**src/rtl/dma_irq_pkg.sv**
```systemverilog
package dma_irq_pkg;
  localparam int APP_W = 3;
  localparam logic [APP_W-1:0] APP_DROP     = 3'b000;
  localparam logic [APP_W-1:0] APP_KEEP     = 3'b001;
  localparam logic [APP_W-1:0] APP_IRQ_ERR  = 3'b010;
  localparam logic [APP_W-1:0] APP_IRQ_ALL  = 3'b011;

  typedef struct packed {
    logic keep;
    logic fire;
  } policy_t;
endpackage

```
**src/rtl/dma_irq_policy.sv**
```systemverilog
module dma_irq_policy
  import dma_irq_pkg::*;
(
  input  logic [APP_W-1:0] app,
  input  logic             err,
  input  logic             irq_en,
  output policy_t          pol
);
  always_comb begin
    pol.keep = 1'b1;
    pol.fire = 1'b0;
    unique case (app)
      APP_DROP:    pol.keep = 1'b0;
      APP_KEEP:    pol.fire = 1'b0;
      APP_IRQ_ERR: pol.fire = irq_en & err;
      APP_IRQ_ALL: pol.fire = irq_en;
      default:     pol.fire = 1'b0;
    endcase
  end
endmodule

```
**src/rtl/dma_irq_slot.sv**
```systemverilog
module dma_irq_slot #(
  parameter int W = 8
) (
  input  logic         clk,
  input  logic         rst_n,
  input  logic         in_valid,
  input  logic [W-1:0] in_data,
  output logic         can_load,
  output logic         out_valid,
  output logic [W-1:0] out_data,
  input  logic         out_ready
);
  assign can_load = !out_valid || out_ready;

  always_ff @(posedge clk) begin
    if (!rst_n) begin
      out_valid <= 1'b0;
    end else if (can_load) begin
      out_valid <= in_valid;
    end
  end

  always_ff @(posedge clk) begin
    if (in_valid && can_load) out_data <= in_data;
  end
endmodule

```
**src/rtl/dma_irq_gen.sv**
```systemverilog
module dma_irq_gen
  import dma_irq_pkg::*;
#(
  parameter int          ID_W   = 8,
  parameter int          ADDR_W = 64,
  parameter int          DATA_W = 32,
  parameter int          LEN_W  = 18,
  parameter logic [ID_W-1:0] IRQ_ID = '1
) (
  input  logic              clk,
  input  logic              rst_n,
  input  logic              rd_irq_en,
  input  logic              wr_irq_en,
  input  logic [ADDR_W-1:0] msg_addr,
  input  logic [DATA_W-1:0] msg_data,
  input  logic              rd_sts_valid,
  output logic              rd_sts_ready,
  input  logic [ID_W-1:0]   rd_sts_id,
  input  logic [APP_W-1:0]  rd_sts_app,
  input  logic              rd_sts_err,
  input  logic              wr_sts_valid,
  output logic              wr_sts_ready,
  input  logic [ID_W-1:0]   wr_sts_id,
  input  logic [APP_W-1:0]  wr_sts_app,
  input  logic              wr_sts_err,
  output logic              sq_valid,
  input  logic              sq_ready,
  output logic [ID_W-1:0]   sq_id,
  output logic              sq_err,
  output logic              sq_from_wr,
  output logic              dq_valid,
  input  logic              dq_ready,
  output logic [ID_W-1:0]   dq_id,
  output logic [ADDR_W-1:0] dq_dst_addr,
  output logic [63:0]       dq_payload,
  output logic [LEN_W-1:0]  dq_len,
  output logic              dq_imm,
  output logic [APP_W-1:0]  dq_app
);
  localparam int NSIDE = 2;
  localparam int PAY_W = 64;
  localparam int SQ_W  = ID_W + 2;
  localparam int DQ_W  = ADDR_W + PAY_W;

  logic [NSIDE-1:0]           s_valid, s_err, s_en, s_ok;
  logic [NSIDE-1:0][ID_W-1:0] s_id;
  logic [NSIDE-1:0][APP_W-1:0] s_app;
  policy_t [NSIDE-1:0]        s_pol;

  assign s_valid = {wr_sts_valid, rd_sts_valid};
  assign s_err   = {wr_sts_err,   rd_sts_err};
  assign s_en    = {wr_irq_en,    rd_irq_en};
  assign s_id    = {wr_sts_id,    rd_sts_id};
  assign s_app   = {wr_sts_app,   rd_sts_app};

  logic sq_can, dq_can;

  genvar gi;
  generate
    for (gi = 0; gi < NSIDE; gi++) begin : g_side
      dma_irq_policy u_pol (
        .app    (s_app[gi]),
        .err    (s_err[gi]),
        .irq_en (s_en[gi]),
        .pol    (s_pol[gi])
      );
      assign s_ok[gi] = (!s_pol[gi].keep || sq_can) && (!s_pol[gi].fire || dq_can);
    end
  endgenerate

  // Fixed priority: read side (index 0) first.
  logic sel;
  logic take;
  assign sel  = !s_valid[0];
  assign take = s_valid[sel] && s_ok[sel];

  assign rd_sts_ready = take && !sel;
  assign wr_sts_ready = take && sel;

  logic            sq_in_valid, dq_in_valid;
  logic [SQ_W-1:0] sq_in_data, sq_out_data;
  logic [DQ_W-1:0] dq_in_data, dq_out_data;

  assign sq_in_valid = take && s_pol[sel].keep;
  assign sq_in_data  = {s_id[sel], s_err[sel], sel};
  assign dq_in_valid = take && s_pol[sel].fire;
  assign dq_in_data  = {msg_addr, {(PAY_W-DATA_W){1'b0}}, msg_data};

  dma_irq_slot #(.W(SQ_W)) u_sq (
    .clk       (clk),
    .rst_n     (rst_n),
    .in_valid  (sq_in_valid),
    .in_data   (sq_in_data),
    .can_load  (sq_can),
    .out_valid (sq_valid),
    .out_data  (sq_out_data),
    .out_ready (sq_ready)
  );

  dma_irq_slot #(.W(DQ_W)) u_dq (
    .clk       (clk),
    .rst_n     (rst_n),
    .in_valid  (dq_in_valid),
    .in_data   (dq_in_data),
    .can_load  (dq_can),
    .out_valid (dq_valid),
    .out_data  (dq_out_data),
    .out_ready (dq_ready)
  );

  assign {sq_id, sq_err, sq_from_wr} = sq_out_data;
  assign {dq_dst_addr, dq_payload}   = dq_out_data;
  assign dq_id  = IRQ_ID;
  assign dq_len = LEN_W'(1);
  assign dq_imm = 1'b1;
  assign dq_app = APP_DROP;
endmodule

```
**config.mk**
```make
export PLATFORM = sky130hd
export DESIGN_NAME = dma_irq_gen
export DESIGN_NICKNAME = d
export VERILOG_FILES = /design/src/rtl/dma_irq_pkg.sv /design/src/rtl/dma_irq_policy.sv /design/src/rtl/dma_irq_slot.sv /design/src/rtl/dma_irq_gen.sv
export SDC_FILE = /design/constraint.sdc
export NUM_CORES = 1
export LEC_CHECK = 0
export ABC_CLOCK_PERIOD_IN_PS = 3600
export CAP_MARGIN = 10
export CELL_PAD_IN_SITES_DETAIL_PLACEMENT = 1
export CELL_PAD_IN_SITES_GLOBAL_PLACEMENT = 1
export CORE_ASPECT_RATIO = 0.9
export CORE_MARGIN = 5
export CORE_UTILIZATION = 29
export CTS_BUF_LIST = sky130_fd_sc_hd__clkbuf_16
export DETAILED_ROUTE_END_ITERATION = 6
export PLACE_DENSITY = 0.91
export SLEW_MARGIN = 20
export SYNTH_ARGS = -nofsm -noshare
export SYNTH_HDL_FRONTEND = slang
export SYNTH_HIERARCHICAL = 1
export SYNTH_SLANG_ARGS = --single-unit
```
**constraint.sdc**
```tcl
create_clock -name clk -period 3.6 [get_ports clk]
set_input_delay 0.9 -clock clk [delete_from_list [all_inputs] [get_ports clk]]
set_output_delay 0.9 -clock clk [all_outputs]
set_load 0.005 [all_outputs]
```
### Yosys cells after proc, flatten, opt, wreduce, memory -nomap -nowiden

Cells that the tools add are included.

* flip-flop bits (word level): 108
* output and inout port bits: 172

* magnitude comparators: 1
* eq/ne operators: 4
* mux-type cells: 14
* bitwise operators: 2
* reduce and logical (&&, ||, !) cells: 22

Operators by type and width (number)
* $mux 8: 2
* $eq 3x2->1 const B: 4
* $logic_and 1x1->1: 9
* $mux 1: 8
* $logic_not 3->1: 2
* $logic_or 1x1->1: 6
* $logic_not 1->1: 5
* $mux 2: 2
* $pmux 1 s2: 2
* $and 1x1->1: 2
* $lt 1x2->1 const B: 1

### Logic depth before layout (Yosys ltp)

Gate-level depths: netlist of run 1.

* depth after elaboration: 10
* mapped depth: 7
* mapped depth without buffers: 7

### By module

Netlist of run 1, hierarchy kept.

Modules (own cells, without submodules)
* dma_irq_slot (u_dq): times used 1, cells an instance 133, area each 3901.2 µm², seq. area each 3863.7 µm²
* dma_irq_gen: times used 1, cells an instance 55, area each 427.9 µm², seq. area each 0.0 µm²
* dma_irq_slot (u_sq): times used 1, cells an instance 15, area each 357.8 µm², seq. area each 320.3 µm²
* dma_irq_policy: times used 2, cells an instance 4, area each 18.8 µm², seq. area each 0.0 µm²

### Worst setup path after synthesis of run 1

No wires, ideal clock.

* kind: input -> register
* from: in wr_sts_app[0]
* to: reg u_dq.out_data[0] (enable)
* setup time: 0.398 ns
* data arrival time: 2.686 ns
* setup slack: 0.516 ns
* stages on the path: 5
* path buffers: 0
* cells stage by stage: or3_1 -> nand2b_1 -> o2111ai_1 -> a21oi_1 -> and2_4

* longest elaborated chain between the ends: 10

RTL lines
* start: declaration: line dma_irq_gen.sv:24 `input logic [APP_W-1:0] wr_sts_app,`
* $eq 3x2->1: line dma_irq_policy.sv:12 `unique case (app)`
* $pmux 1 s2: line dma_irq_policy.sv:12
* $logic_not 1->1: line dma_irq_gen.sv:67 `assign s_ok[gi] = (!s_pol[gi].keep || sq_can) && (!s_pol[gi].fire || dq_can);`
* $logic_or 1x1->1: line dma_irq_gen.sv:67
* $logic_and 1x1->1: line dma_irq_gen.sv:67
* $mux 1 (implied by the code) (2 in a row): line dma_irq_gen.sv:75 `assign take = s_valid[sel] && s_ok[sel];`
* $logic_and 1x1->1: line dma_irq_gen.sv:75
* $logic_and 1x1->1 (*): line dma_irq_gen.sv:86 `assign dq_in_valid = take && s_pol[sel].fire;`
* named net dq_in_valid: line dma_irq_gen.sv:80 `logic sq_in_valid, dq_in_valid;`
* $logic_and 1x1->1 (*): line dma_irq_slot.sv:24 `if (in_valid && can_load) out_data <= in_data;`
* end signal: assignment: line dma_irq_slot.sv:24
* end: declaration: line dma_irq_slot.sv:10 `output logic [W-1:0] out_data,`

The timed path passes the listed nets; every way through them passes the cells marked *. The select of a mux whose other input is x is not followed.
A chain may end at the register's enable or synchronous reset.

### Final worst setup path of run 1

* from: in wr_sts_app[0]
* to: out wr_sts_ready

* longest elaborated chain between the ends: 9

RTL lines
* $eq 3x2->1: line dma_irq_policy.sv:12
* $pmux 1 s2: line dma_irq_policy.sv:12
* $logic_not 1->1: line dma_irq_gen.sv:67
* $logic_or 1x1->1: line dma_irq_gen.sv:67
* $logic_and 1x1->1 (*): line dma_irq_gen.sv:67
* $mux 1 (implied by the code) (*) (2 in a row): line dma_irq_gen.sv:75
* $logic_and 1x1->1 (*): line dma_irq_gen.sv:75
* $logic_and 1x1->1 (*): line dma_irq_gen.sv:78 `assign wr_sts_ready = take && sel;`
* end: declaration: line dma_irq_gen.sv:22 `output logic wr_sts_ready,`

Every way passes the cells marked *; elsewhere a longest branch is shown, timed or not. The select of a mux whose other input is x is not followed.

==> results of run 1 <==
## cells in the final DEF (no fill, tap or decap)
cell type	netlist	layout
clkdlybuf4s50_1	0	269
edfxtp_1	138	138
conb_1	2	62
clkbuf_16	0	17
inv_1	8	10
mux2_2	9	9
clkinv_2	0	5
clkinvlp_4	0	4
mux2i_1	2	2
a21oi_1	2	2
bufinv_16	0	2
nor2_1	2	2
nand2_1	2	2
nand2b_4	2	2
a21boi_2	2	2
and2_4	2	2
dfxtp_1	2	2
buf_12	0	2
o221ai_2	1	1
nand2b_1	1	1
o2111ai_2	0	1
inv_6	0	1
nor3_1	2	1
or3_1	2	1
nor3_2	0	1
or3_4	0	1
buf_4	30	1
## worst min-delay path, delay by kind of cell, from the launching register on
family,cells,cell delay (ps)
compound gates,1,50
flops,1,340
simple gates,1,100
## report_power, final
group,internal [mW],switching (mW)
Sequential,1.85,0.0140
Combinational,0.207,0.104
Clock,1.00,0.639
## cells by family (layout without fill, tap and decap cells)
kind of cell           after synthesis  after routing  share of synthesized area
AO/OA/AOI/OAI                        6              6                     0.0119
flip-flops                         140            140                      0.886
buffers and inverters               39            311                     0.0564
AND/OR/NAND/NOR                     13             13                     0.0188
other                                2             62                    0.00159
multiplexers                        11             11                     0.0257
## sequential cells by signal, summed over array words and instances (netlist names)
name and count:
u_dq/out_data 128, u_dq/out_valid 1, u_sq/out_data 10, u_sq/out_valid 1
## final timing paths
path / start / to / slack [ps] / cells after the start
worst max-delay path: wr_sts_app[0] / wr_sts_ready / 70 / 6
worst min-delay path: u_sq/out_valid$_SDFFE_PN0P_ / u_sq/out_valid$_SDFFE_PN0P_ / 530 / 2
worst max register to register: u_sq/out_valid$_SDFFE_PN0P_ / u_dq/out_data[40]$_DFFE_PP_ / 1710 / 6
worst min register to register: u_sq/out_valid$_SDFFE_PN0P_ / u_sq/out_valid$_SDFFE_PN0P_ / 530 / 2
## area by class of cell
class,count,share of cell area
clock buffer,17,0.0513
inverter,8,0.00362
multi-input combinational,92,0.0622
clock inverter,14,0.0159
timing repair buffer,272,0.331
tap,207,0.0313
sequential,140,0.505
## metrics by stage
| stage | instances | hold slack (ps) | worst slack, ps | area (um2) |
|---|---|---|---|---|
| floorplan | 271 | 510 | 516 | 4950 |
| global placement | 719 | 512 | 167 | 7710 |
| detailed placement | 719 | 527 | 29.1 | 7710 |
| CTS | 750 | 540 | 9.96 | 8270 |
| global route | 750 | 563 | -20.2 | 8290 |
| finish | 750 | 533 | 65.2 | 8290 |
## routing by layer
| layer | vias to the layer above | GRT usage | wire length, um |
|---|---|---|---|
| met3 | 17 | 0.0508 | 1300 |
| met1 | 1443 | 0.139 | 4700 |
| li1 | 1352 | - | - |
| met2 | 173 | 0.281 | 8400 |
| met4 | 0 | 0.0549 | 296 |
| met5 | - | 0 | 0 |
## timing repair
action                                  4_1_cts  5_1_grt
gates resized for setup                       0        3
hold endpoints to repair                      0        0
endpoints found under the setup margin        0        1
==> flow_metrics.env, run 1 <==
export IMPL_antenna_found_initial=0
export IMPL_synthArstFlopShare=0
export IMPL_core_area_mm2=0.0161
export IMPL_multi_input_area_um2=515
export IMPL_setup_viols_final=0
export IMPL_hold_path_class="reg2reg"
export IMPL_period_minus_slack_ps=3530
export IMPL_grt_overflow=0
export IMPL_leakage_nw=2.96
export IMPL_netlist_cell_type_count=19
export IMPL_post_route_util=0.515
export IMPL_routed_via_count=2985
export IMPL_final_min_period_over_clock_period=0.982
export IMPL_grt_pass1_vias=3226
export IMPL_clock_skew_final_ps=5.78
export IMPL_fill_cell_instance_count_of_the_final_layout=1561
export IMPL_drc_errors=0
export IMPL_clkTransAtPathRegs_ps=60
export IMPL_finalWirelength_um=14700
export IMPL_crit_top_cell="clkdlybuf4s50_1"
export IMPL_die_h_um=131
export IMPL_drt_initial_drc_count=147
export IMPL_ys_top_cells_by_count="edfxtp_1, buf_4, mux2_2"
export IMPL_yosysWarnings=6
export IMPL_fmaxAchievable_mhz=283
export IMPL_timing_critical_path_fanout_max=3
export IMPL_synthDominantAreaCellType="edfxtp_1"
export IMPL_clk_insertion_delay_late_ps=400
export IMPL_htreeDepth=4
export IMPL_clk_root_buffer_cell="clkbuf_16"
export IMPL_vdd_drop_max_mv=0.291
export IMPL_yosys_register_bits=140
export IMPL_postSynth_topFlopCell="edfxtp_1"
export IMPL_fp_dieW_um=145
export IMPL_synth_cell_area_mm2=0.00472
export IMPL_maximum_number_of_buffers_from_clock_root_to_sink=2
export IMPL_sequential_share_of_the_synthesized_area=0.886
export IMPL_max_cap_viol_count=0
export IMPL_floorplan_die_area_mm2=0.0189
export IMPL_post_synth_cell_area_avg_um2=22.4
export IMPL_wl_per_cell_um=19.6
export IMPL_crit_path_start_kind="primary input"
export IMPL_cts_tree="yes"
export IMPL_report_final_hold_viol_count=0
export IMPL_syn_to_final_growth_pct=75.4
export IMPL_fin_setup_tns_ps=0
export IMPL_firstDrtPassIters=4
export IMPL_cp_top_family="buffers and inverters"
export IMPL_drive_gt1_frac=0.0939
export IMPL_worst_path_max_delay_cell="clkdlybuf4s50_1"
export IMPL_synth_top_area_frac=0.877
export IMPL_power_mw=3.82
export IMPL_final_nets=659
export IMPL_crit_arrival_ps=2630
export IMPL_critical_path_n_buffers_inverters=3
export IMPL_seq_area_mm2=0.00418
export IMPL_largest_incremental_delay_on_the_critical_path_ps=500
export IMPL_port_buffers=269
export IMPL_gpl_final_weighted_congestion=0.768
export IMPL_outcome="completed"
export IMPL_count_of_flip_flops_with_a_built_in_enable_after_synthesis=138
export IMPL_n_diodes=0
export IMPL_routed_via_density=3.98
export IMPL_first_pass_grt_wire_length_um=19500
export IMPL_core_rowCount=44
export IMPL_postSynthCellCount=211
export IMPL_grt_usage=0.145
export IMPL_postCtsHoldBufs=0
export IMPL_worst_setup_path_end_kind="output port"
export IMPL_drtAntennaViolNets=0
export IMPL_maximum_number_of_pins_on_one_net_before_global_route_repair=67
export IMPL_initial_utilization=0.294
export IMPL_io_pins=300
export IMPL_critPathRequiredTime_ps=2700
export IMPL_cp_cell_sequence="clkdlybuf4s50_1 -> or3_4 -> nand2b_1 -> o2111ai_2 -> inv_1 -> clkdlybuf4s50_1"
export IMPL_power_density_cell_area_mw_per_mm2=460
export IMPL_timing_setup_critical_path_class="in2out"
export IMPL_cts_setup_buffers=0
export IMPL_synth_area_leaders="edfxtp_1, buf_4, mux2_2, dfxtp_1, inv_1"
export IMPL_synthMostInstantiatedCell="edfxtp_1"
export IMPL_cts_num_sinks=140
export IMPL_cts_made_buffers=17
export IMPL_final_max_slew_viol_count=0
export IMPL_post_dp_hpwl_um=11700
(Power assumes the default switching activity.)
==> inputs of run 2 (changes only) <==
HOLD_SLACK_MARGIN = 0.08   (was not set)
==> results of run 2 <==
No change in the layout: final DEF, timing and power equal those of run 1.
==> inputs of run 3 (changes only) <==
SLEW_MARGIN = not set   (was 20)
==> results of run 3 <==
No change in the layout: final DEF, timing and power equal those of run 1.
